==> src/rtl/poh_pkg.sv <==
package poh_pkg;

    localparam int TRACE_LEN  = 64;
    localparam int NUM_ALARMS = 7;
    localparam int REI_MAX    = 8;

    // code placed in the defect field while an alarm window is running
    localparam logic [2:0] RDI_FORCED = 3'b100;

    // control register, bit 7 down to bit 0
    typedef struct packed {
        logic       trace_en;
        logic       ais_ins;
        logic       b3_dis;
        logic       auto_rei;
        logic [2:0] rdi;
        logic       auto_rdi;
    } poh_ctrl_t;

endpackage

==> src/rtl/poh_trace_store.sv <==
module poh_trace_store #(
    parameter int DEPTH = 64,
    parameter int W     = 8
) (
    input  logic         clk,
    input  logic         rst_n,
    input  logic         wr_en,
    input  logic [W-1:0] wr_data,
    input  logic         adv,
    output logic [W-1:0] rd_data
);
    localparam int AW = (DEPTH > 1) ? $clog2(DEPTH) : 1;
    localparam logic [AW-1:0] LAST = AW'(DEPTH - 1);

    typedef struct packed {
        logic [DEPTH-1:0][W-1:0] mem;
        logic [AW-1:0]           wp;
        logic [AW-1:0]           rp;
    } ts_state_t;

    ts_state_t st_d, st_q;

    always_comb begin
        st_d = st_q;
        if (wr_en) begin
            st_d.mem[st_q.wp] = wr_data;
            st_d.wp = (st_q.wp == LAST) ? '0 : st_q.wp + 1'b1;
        end
        if (adv) begin
            st_d.rp = (st_q.rp == LAST) ? '0 : st_q.rp + 1'b1;
        end
    end

    always_ff @(posedge clk or negedge rst_n) begin
        if (!rst_n) st_q <= '0;
        else        st_q <= st_d;
    end

    assign rd_data = st_q.mem[st_q.rp];

    AST_RD_WRAP: assert property (@(posedge clk) disable iff (!rst_n)
        adv && (st_q.rp == LAST) |=> st_q.rp == '0);

    AST_WR_WRAP: assert property (@(posedge clk) disable iff (!rst_n)
        wr_en && (st_q.wp == LAST) |=> st_q.wp == '0);

endmodule

==> src/rtl/poh_bip8.sv <==
module poh_bip8 #(
    parameter int W = 8
) (
    input  logic         clk,
    input  logic         rst_n,
    input  logic         byte_vld,
    input  logic [W-1:0] byte_in,
    input  logic         frm,
    output logic [W-1:0] parity
);
    typedef struct packed {
        logic [W-1:0] acc;
    } bip_state_t;

    bip_state_t st_d, st_q;

    always_comb begin
        st_d = st_q;
        if (frm) begin
            // a byte in the boundary cycle opens the next frame
            st_d.acc = byte_vld ? byte_in : '0;
        end else if (byte_vld) begin
            st_d.acc = st_q.acc ^ byte_in;
        end
    end

    always_ff @(posedge clk or negedge rst_n) begin
        if (!rst_n) st_q <= '0;
        else        st_q <= st_d;
    end

    assign parity = st_q.acc;

    AST_BIP_RESTART: assert property (@(posedge clk) disable iff (!rst_n)
        frm && !byte_vld |=> parity == '0);

    AST_BIP_IDLE: assert property (@(posedge clk) disable iff (!rst_n)
        !frm && !byte_vld |=> $stable(parity));

endmodule

==> src/rtl/poh_rdi_hold.sv <==
module poh_rdi_hold #(
    parameter int HOLD = 10,
    parameter int NA   = 7
) (
    input  logic          clk,
    input  logic          rst_n,
    input  logic          frm,
    input  logic          enable,
    input  logic [NA-1:0] alarms,
    output logic          active
);
    localparam int CW = $clog2(HOLD + 1);
    localparam logic [CW-1:0] RELOAD = CW'(HOLD - 1);

    typedef struct packed {
        logic [CW-1:0] cnt;
    } hold_state_t;

    hold_state_t st_d, st_q;
    logic        any_alarm;

    assign any_alarm = |alarms;
    // this frame carries the forced code if an alarm is seen now or a window is open
    assign active    = enable && (any_alarm || (st_q.cnt != '0));

    always_comb begin
        st_d = st_q;
        if (!enable) begin
            st_d.cnt = '0;
        end else if (frm) begin
            if (any_alarm)              st_d.cnt = RELOAD;
            else if (st_q.cnt != '0)    st_d.cnt = st_q.cnt - 1'b1;
        end
    end

    always_ff @(posedge clk or negedge rst_n) begin
        if (!rst_n) st_q <= '0;
        else        st_q <= st_d;
    end

    AST_HOLD_RANGE: assert property (@(posedge clk) disable iff (!rst_n)
        st_q.cnt <= RELOAD);

    AST_HOLD_OFF_CLEAR: assert property (@(posedge clk) disable iff (!rst_n)
        !enable |=> st_q.cnt == '0);

    AST_HOLD_FROZEN: assert property (@(posedge clk) disable iff (!rst_n)
        enable && !frm |=> $stable(st_q.cnt));

endmodule

==> src/rtl/poh_tx_insert.sv <==
module poh_tx_insert #(
    parameter int HOLD_FRAMES = 10,
    parameter int ERR_W       = 4
) (
    input  logic                          clk,
    input  logic                          rst_n,
    input  logic                          frm_start,
    input  logic                          spe_valid,
    input  logic [7:0]                    spe_byte,
    input  logic                          wr_en,
    input  logic                          wr_sel,
    input  logic [7:0]                    wr_data,
    input  logic [poh_pkg::NUM_ALARMS-1:0] rx_alarms,
    input  logic [ERR_W-1:0]              rx_bip_errs,
    output logic [7:0]                    j1_out,
    output logic [7:0]                    b3_out,
    output logic [7:0]                    g1_out,
    output logic                          ais_force
);
    import poh_pkg::*;

    typedef struct packed {
        poh_ctrl_t  ctrl;
        logic [7:0] j1;
        logic [7:0] b3;
        logic [7:0] g1;
    } top_state_t;

    top_state_t st_d, st_q;

    logic [7:0] trace_byte;
    logic [7:0] bip_val;
    logic       rdi_on;
    logic [3:0] rei_val;
    logic [2:0] rdi_val;
    logic       trace_wr;

    assign trace_wr = wr_en && wr_sel;

    poh_trace_store #(
        .DEPTH (TRACE_LEN),
        .W     (8)
    ) u_trace (
        .clk     (clk),
        .rst_n   (rst_n),
        .wr_en   (trace_wr),
        .wr_data (wr_data),
        .adv     (frm_start),
        .rd_data (trace_byte)
    );

    poh_bip8 #(
        .W (8)
    ) u_bip (
        .clk      (clk),
        .rst_n    (rst_n),
        .byte_vld (spe_valid),
        .byte_in  (spe_byte),
        .frm      (frm_start),
        .parity   (bip_val)
    );

    poh_rdi_hold #(
        .HOLD (HOLD_FRAMES),
        .NA   (NUM_ALARMS)
    ) u_rdi (
        .clk    (clk),
        .rst_n  (rst_n),
        .frm    (frm_start),
        .enable (st_q.ctrl.auto_rdi),
        .alarms (rx_alarms),
        .active (rdi_on)
    );

    // remote error count, clipped at the largest legal code
    always_comb begin
        if (!st_q.ctrl.auto_rei)
            rei_val = 4'd0;
        else if (32'(rx_bip_errs) > 32'(REI_MAX))
            rei_val = 4'(REI_MAX);
        else
            rei_val = 4'(rx_bip_errs);
    end

    assign rdi_val = rdi_on ? RDI_FORCED : st_q.ctrl.rdi;

    always_comb begin
        st_d = st_q;
        if (wr_en && !wr_sel) begin
            st_d.ctrl = poh_ctrl_t'(wr_data);
        end
        if (frm_start) begin
            if (st_q.ctrl.ais_ins) begin
                st_d.j1 = 8'hFF;
                st_d.b3 = 8'hFF;
                st_d.g1 = 8'hFF;
            end else begin
                st_d.j1 = st_q.ctrl.trace_en ? trace_byte : 8'h00;
                st_d.b3 = st_q.ctrl.b3_dis   ? 8'h00      : bip_val;
                st_d.g1 = {rei_val, rdi_val, 1'b0};
            end
        end
    end

    always_ff @(posedge clk or negedge rst_n) begin
        if (!rst_n) st_q <= '0;
        else        st_q <= st_d;
    end

    assign j1_out    = st_q.j1;
    assign b3_out    = st_q.b3;
    assign g1_out    = st_q.g1;
    assign ais_force = st_q.ctrl.ais_ins;

    AST_OUT_HOLD: assert property (@(posedge clk) disable iff (!rst_n)
        !frm_start |=> $stable(j1_out) && $stable(b3_out) && $stable(g1_out));

    AST_TRACE_OFF: assert property (@(posedge clk) disable iff (!rst_n)
        frm_start && !ais_force && !st_q.ctrl.trace_en |=> j1_out == 8'h00);

    AST_B3_DISABLED: assert property (@(posedge clk) disable iff (!rst_n)
        frm_start && !ais_force && st_q.ctrl.b3_dis |=> b3_out == 8'h00);

    AST_REI_CAP: assert property (@(posedge clk) disable iff (!rst_n)
        frm_start && !ais_force |=> (g1_out[7:4] <= 4'd8) && !g1_out[0]);

    AST_RDI_ON_ALARM: assert property (@(posedge clk) disable iff (!rst_n)
        frm_start && !ais_force && st_q.ctrl.auto_rdi && (|rx_alarms)
        |=> g1_out[3:1] == RDI_FORCED);

    AST_AIS_FILL: assert property (@(posedge clk) disable iff (!rst_n)
        frm_start && ais_force
        |=> (j1_out == 8'hFF) && (b3_out == 8'hFF) && (g1_out == 8'hFF));

endmodule

==> config.mk <==
export PLATFORM = sky130hd
export DESIGN_NAME = poh_tx_insert
export DESIGN_NICKNAME = d
export VERILOG_FILES = /design/src/rtl/poh_pkg.sv /design/src/rtl/poh_trace_store.sv /design/src/rtl/poh_bip8.sv /design/src/rtl/poh_rdi_hold.sv /design/src/rtl/poh_tx_insert.sv
export SDC_FILE = /design/constraint.sdc
export NUM_CORES = 1
export LEC_CHECK = 0
export BUFFER_PORTS_ARGS = -buffer_cell sky130_fd_sc_hd__buf_2
export CORE_UTILIZATION = 35
export CTS_CLUSTER_DIAMETER = 80
export DETAILED_ROUTE_END_ITERATION = 6
export GPL_ROUTABILITY_DRIVEN = 0
export PLACE_DENSITY = 0.48
export REMOVE_ABC_BUFFERS = 1
export SYNTH_ARGS = -nofsm -noshare
export SYNTH_HDL_FRONTEND = slang
export SYNTH_SLANG_ARGS = --single-unit
==> constraint.sdc <==
create_clock -name clk -period 2.4 [get_ports clk]
set_input_delay 0.48 -clock clk [delete_from_list [all_inputs] [get_ports clk]]
set_output_delay 0.48 -clock clk [all_outputs]
set_load 0.005 [all_outputs]
==> impl_results.md <==
- Worst slack at placement: -0.120 ns
- Cell count after placement: 2822
- CTS HTree Levels: 3
- Stages on the worst setup path: 8
- Post-synth EDFFs: 0
- Type of element capturing the critical path: flop
- Dominant combinational cell family by area after synthesis: multiplexers
- Final-report max-slew violation count: 0
- Max FO, Critical Path: 5
- Worst Hold Class: primary input to flop
- Worst max-slew margin expressed relative to the limit: a little over two fifths
- Detailed placement HPWL: 46500 um
- Type of the setup path with the least slack: flop to flop
- Effective utilization at floorplan: 35.4%
- Setup TNS: -0.0124 ns
- Maximum VDD drop: 0.614 mV
- Number of cells in the finished layout apart from fillers: 2963
- Share of the yosys chip area belonging to registers: roughly 54%
- Worst slew pin tran: ~0.85 ns
- Proportion of layout cells with a drive suffix above 1: 52.8%
- Critical Path RT: around 2.9 ns
- Layout fillers: 6839
- Standard cell with the maximum stage delay on the critical path: sky130_fd_sc_hd__dfrtp_4
- Proportion of synthesized area in mux cells: a little over a third
- Area share of xor/xnor cells in the synthesized design: 0.400%
- Result of the run: finished, violations left
- Count of input and output buffers: 57
- Initial drt markers: 945
- Via/cell ratio: between 5 and 6
- Number of top-level pins: 58
- Hold Vio Cnt, Final: 0
- Cells traversed along the worst timing path: buf_4 > buf_12 > buf_12 > buf_4 > mux4_2 > mux2i_2 > a22oi_1 > a31o_1
- Cell depth of the worst min-delay path: 3
- Latest clock arrival within the worst-skew pair: 0.61 ns
- Horizontal die dimension: 276 um
- Share of synthesized flip-flops with an asynchronous set or reset: between 90% and 100%
- Via count: 15.7k
- Failing checks: negative setup slack
- Maximum number of pins on one net before global-route repair: 78
- Via count of the first global-routing pass: 16.7k
- Worst reg-to-reg setup slack: -0.01 ns
- Final critical path time including I/O delays and setup: 2.41 ns
- RSZ-0062 raised after global routing: yes
- Detailed Route WL: just over 70000 um
- Synth Instances: 1794
- Avg Synthesized Cell Area: 14.6 um^2
- MaxCap Viol Count: 0
- Max clock buf depth: 3
- Simple logic cell fraction of the synthesized area: under 10%
- Number of optimization iterations in the first detailed-route pass: 5
- Antenna violations before repair: 4
- Most used flip-flop cell after synthesis: sky130_fd_sc_hd__dfrtp_1
- Type of origin of the critical path: flop
- Y dimension of the die: 276 um
- Leak Pwr: 0.0145 uW
- Upper clock frequency limit: 415 MHz
- Clock buffer count from CTS: a little under 70
- Global-route wire length before repair: 110000 um
- CTS root buffer: sky130_fd_sc_hd__clkbuf_16
- Reg2reg path depth: 8
- Count of unique library cells instantiated by Yosys: 59
- Leading cell type in the layout, fill and taps excluded: sky130_fd_sc_hd__dfrtp_1
- CTS tree: built
- Area delta synth->final: 18.5%
- Period Utilization, post-route: 101%
- Cell area after technology mapping: 26300 um^2
- # DRC: 0
- Data arrival time of the critical path: 2.91 ns
- Final setup violating endpoints: 1
- Floorplan die area: 76200 um^2
- Power per unit of standard cell area: 1020 nW/um^2
- Number of inserted diodes: 0
- Cell family contributing the most delay on the critical path: multiplexers
- Rows: 100
- Fin worst setup slack: -0.0124 ns
- Max Clock Skew: 0.0227 ns
- Number of nets in the layout: just under 2k
- Worst Path Buf+Inv: 4
- Number of warnings issued by yosys: 0
- Most used cells in the layout excluding fill and tap cells: 565 x sky130_fd_sc_hd__dfrtp_1, 532 x sky130_fd_sc_hd__mux2_2, 137 x sky130_fd_sc_hd__buf_4
- Clock input transition at the sequential cells of the worst setup and hold paths: 0.06 ns
- Final ANT Viol Nets: 0
- WL per Instance: 24.5 um
- Synth Area in Compound Gates: approximately 3.0%
- Number of sinks on the clock net: 568
- Global route total overflow: 0
- Adder-Cell Fraction of Synth Area: less than 1%
- Crit-path max cell delay: roughly 0.50 ns
- GRT Util Overall: between 10% and 20%
- Number of flip-flops and latches in the synthesized netlist: 568
- Core footprint: 74300 um^2
worst paths after layout:
path,end,from
max reg2reg,j1_out[0],u_trace.st_q[0]
min in group asynchronous,u_trace.st_q[291],rst_n
min reg2reg,u_trace.st_q[445],u_trace.st_q[445]
max,j1_out[0],u_trace.st_q[0]
max in group asynchronous,u_trace.st_q[515],rst_n
min,u_bip.parity[4],spe_byte[4]
kinds of logic (layout without fill, tap and decap cells):
| kind of cell | count (synthesis) | count (layout) |
|---|---|---|
| buffers and inverters | 161 | 361 |
| flip-flops | 568 | 568 |
| AO/OA/AOI/OAI | 118 | 118 |
| XOR/XNOR | 12 | 12 |
| multiplexers | 701 | 701 |
| adder cells (fa/ha/maj) | 3 | 3 |
| AND/OR/NAND/NOR | 231 | 231 |
metal layers:
metal / share of wire [%] / up-vias / GRT usage, % / routed length (um)
met3: 3.9 / 91 / 2.97 / 2840
li1: - / 6893 / - / -
met1: 48 / 8415 / 28.1 / 34700
met4: 2.6 / 0 / 6.59 / 1850
met5: 0 / - / 0 / 0
met2: 46 / 313 / 30.2 / 33100
repair_timing:
| item | in CTS | in global routing |
|---|---|---|
| gates resized for setup | 25 | 27 |
| hold endpoints to repair | 39 | 0 |
| setup endpoints to repair | 8 | 8 |
| hold buffers | 1 | 0 |
| setup buffers | 11 | 8 |
| pin swaps | 3 | 9 |
| gates cloned | 2 | 2 |
flip-flops by register name, summed over array words and instances (netlist names):
register / cells
b3_out: 8
j1_out: 8
ais_force: 1
st_q: 7
u_trace.st_q: 524
u_bip.parity: 8
u_rdi.st_q: 4
g1_out: 8
worst reg2reg max path, cell delays in order (launching register included):
cell and delay, ns:
sky130_fd_sc_hd__dfrtp_4 0.50, sky130_fd_sc_hd__buf_4 0.17, sky130_fd_sc_hd__buf_12 0.15, sky130_fd_sc_hd__buf_12 0.14
sky130_fd_sc_hd__buf_4 0.14, sky130_fd_sc_hd__mux4_2 0.46, sky130_fd_sc_hd__mux2i_2 0.30, sky130_fd_sc_hd__a22oi_1 0.19
sky130_fd_sc_hd__a31o_1 0.25
report_power, final:
| part | internal (uW) | total (uW) | switching, uW | leakage (uW) |
|---|---|---|---|---|
| Clock | 6140 | 10300 | 4110 | 0.00110 |
| Sequential | 11100 | 12100 | 979 | 0.00767 |
| Combinational | 4640 | 9350 | 4710 | 0.00575 |
| Total | 21900 | 31700 | 9800 | 0.0145 |
metrics by stage:
step	hold slack [ns]	total power [uW]	util, %	area, um^2
floorplan	0.184	16400	-	25500
global placement	0.482	20800	38.3	28500
detailed placement	0.474	20900	38.3	28500
CTS	0.106	31800	41.7	31000
global route	0.144	33200	41.9	31100
finish	0.141	31700	41.9	31100
area by class of cell:
class	count	area [um^2]	area share [%]
Tap cell	969	1210	3.89
Clock buffer	104	2060	6.61
Multi-Input combinational cell	1065	11400	36.6
Clock inverter	17	168	0.538
Inverter	7	26.3	0.0844
Timing Repair Buffer	233	2060	6.61
Sequential cell	568	14200	45.7
synth_stat cells, types with 2 or more instances:
master                      number  area, um^2
sky130_fd_sc_hd__dfrtp_1       568       14200
sky130_fd_sc_hd__mux2_2        532        5990
sky130_fd_sc_hd__mux4_2        119        2680
sky130_fd_sc_hd__clkbuf_1       95         357
sky130_fd_sc_hd__nand2_1        68         255
sky130_fd_sc_hd__nor2_1         65         244
sky130_fd_sc_hd__mux2i_1        50         500
sky130_fd_sc_hd__a21oi_1        44         220
sky130_fd_sc_hd__buf_4          30         225
sky130_fd_sc_hd__nor2_2         30         188
sky130_fd_sc_hd__nand3_1        15        75.1
sky130_fd_sc_hd__nor2b_1        15        93.8
sky130_fd_sc_hd__o21ai_0        15        75.1
sky130_fd_sc_hd__xnor2_1        12         105
sky130_fd_sc_hd__buf_2          11        55.1
sky130_fd_sc_hd__buf_6          10         113
sky130_fd_sc_hd__o221ai_1        9        78.8
sky130_fd_sc_hd__nand3b_1        7        52.6
sky130_fd_sc_hd__inv_1           6        22.5
sky130_fd_sc_hd__nor3_1          6        30.0
sky130_fd_sc_hd__a22oi_1         5        37.5
sky130_fd_sc_hd__a311oi_1        5        43.8
sky130_fd_sc_hd__a31oi_1         5        31.3
sky130_fd_sc_hd__buf_1           5        18.8
sky130_fd_sc_hd__o2111ai_1       5        43.8
sky130_fd_sc_hd__o22ai_1         5        31.3
sky130_fd_sc_hd__a31o_1          4        35.0
sky130_fd_sc_hd__and3_1          4        25.0
sky130_fd_sc_hd__nand2b_1        4        25.0
sky130_fd_sc_hd__ha_1            3        37.5
sky130_fd_sc_hd__o211ai_1        3        22.5
sky130_fd_sc_hd__or3b_2          3        26.3
sky130_fd_sc_hd__a2111oi_2       2        30.0
sky130_fd_sc_hd__a211o_1         2        17.5
sky130_fd_sc_hd__a41oi_1         2        17.5
sky130_fd_sc_hd__and2_0          2        12.5
sky130_fd_sc_hd__and3b_1         2        17.5
sky130_fd_sc_hd__buf_12          2        40.0
sky130_fd_sc_hd__nor4_1          2        12.5
sky130_fd_sc_hd__o31ai_1         2        15.0
sky130_fd_sc_hd__or2_2           2        12.5
No activity file was read; power rests on OpenSTA's default activity.
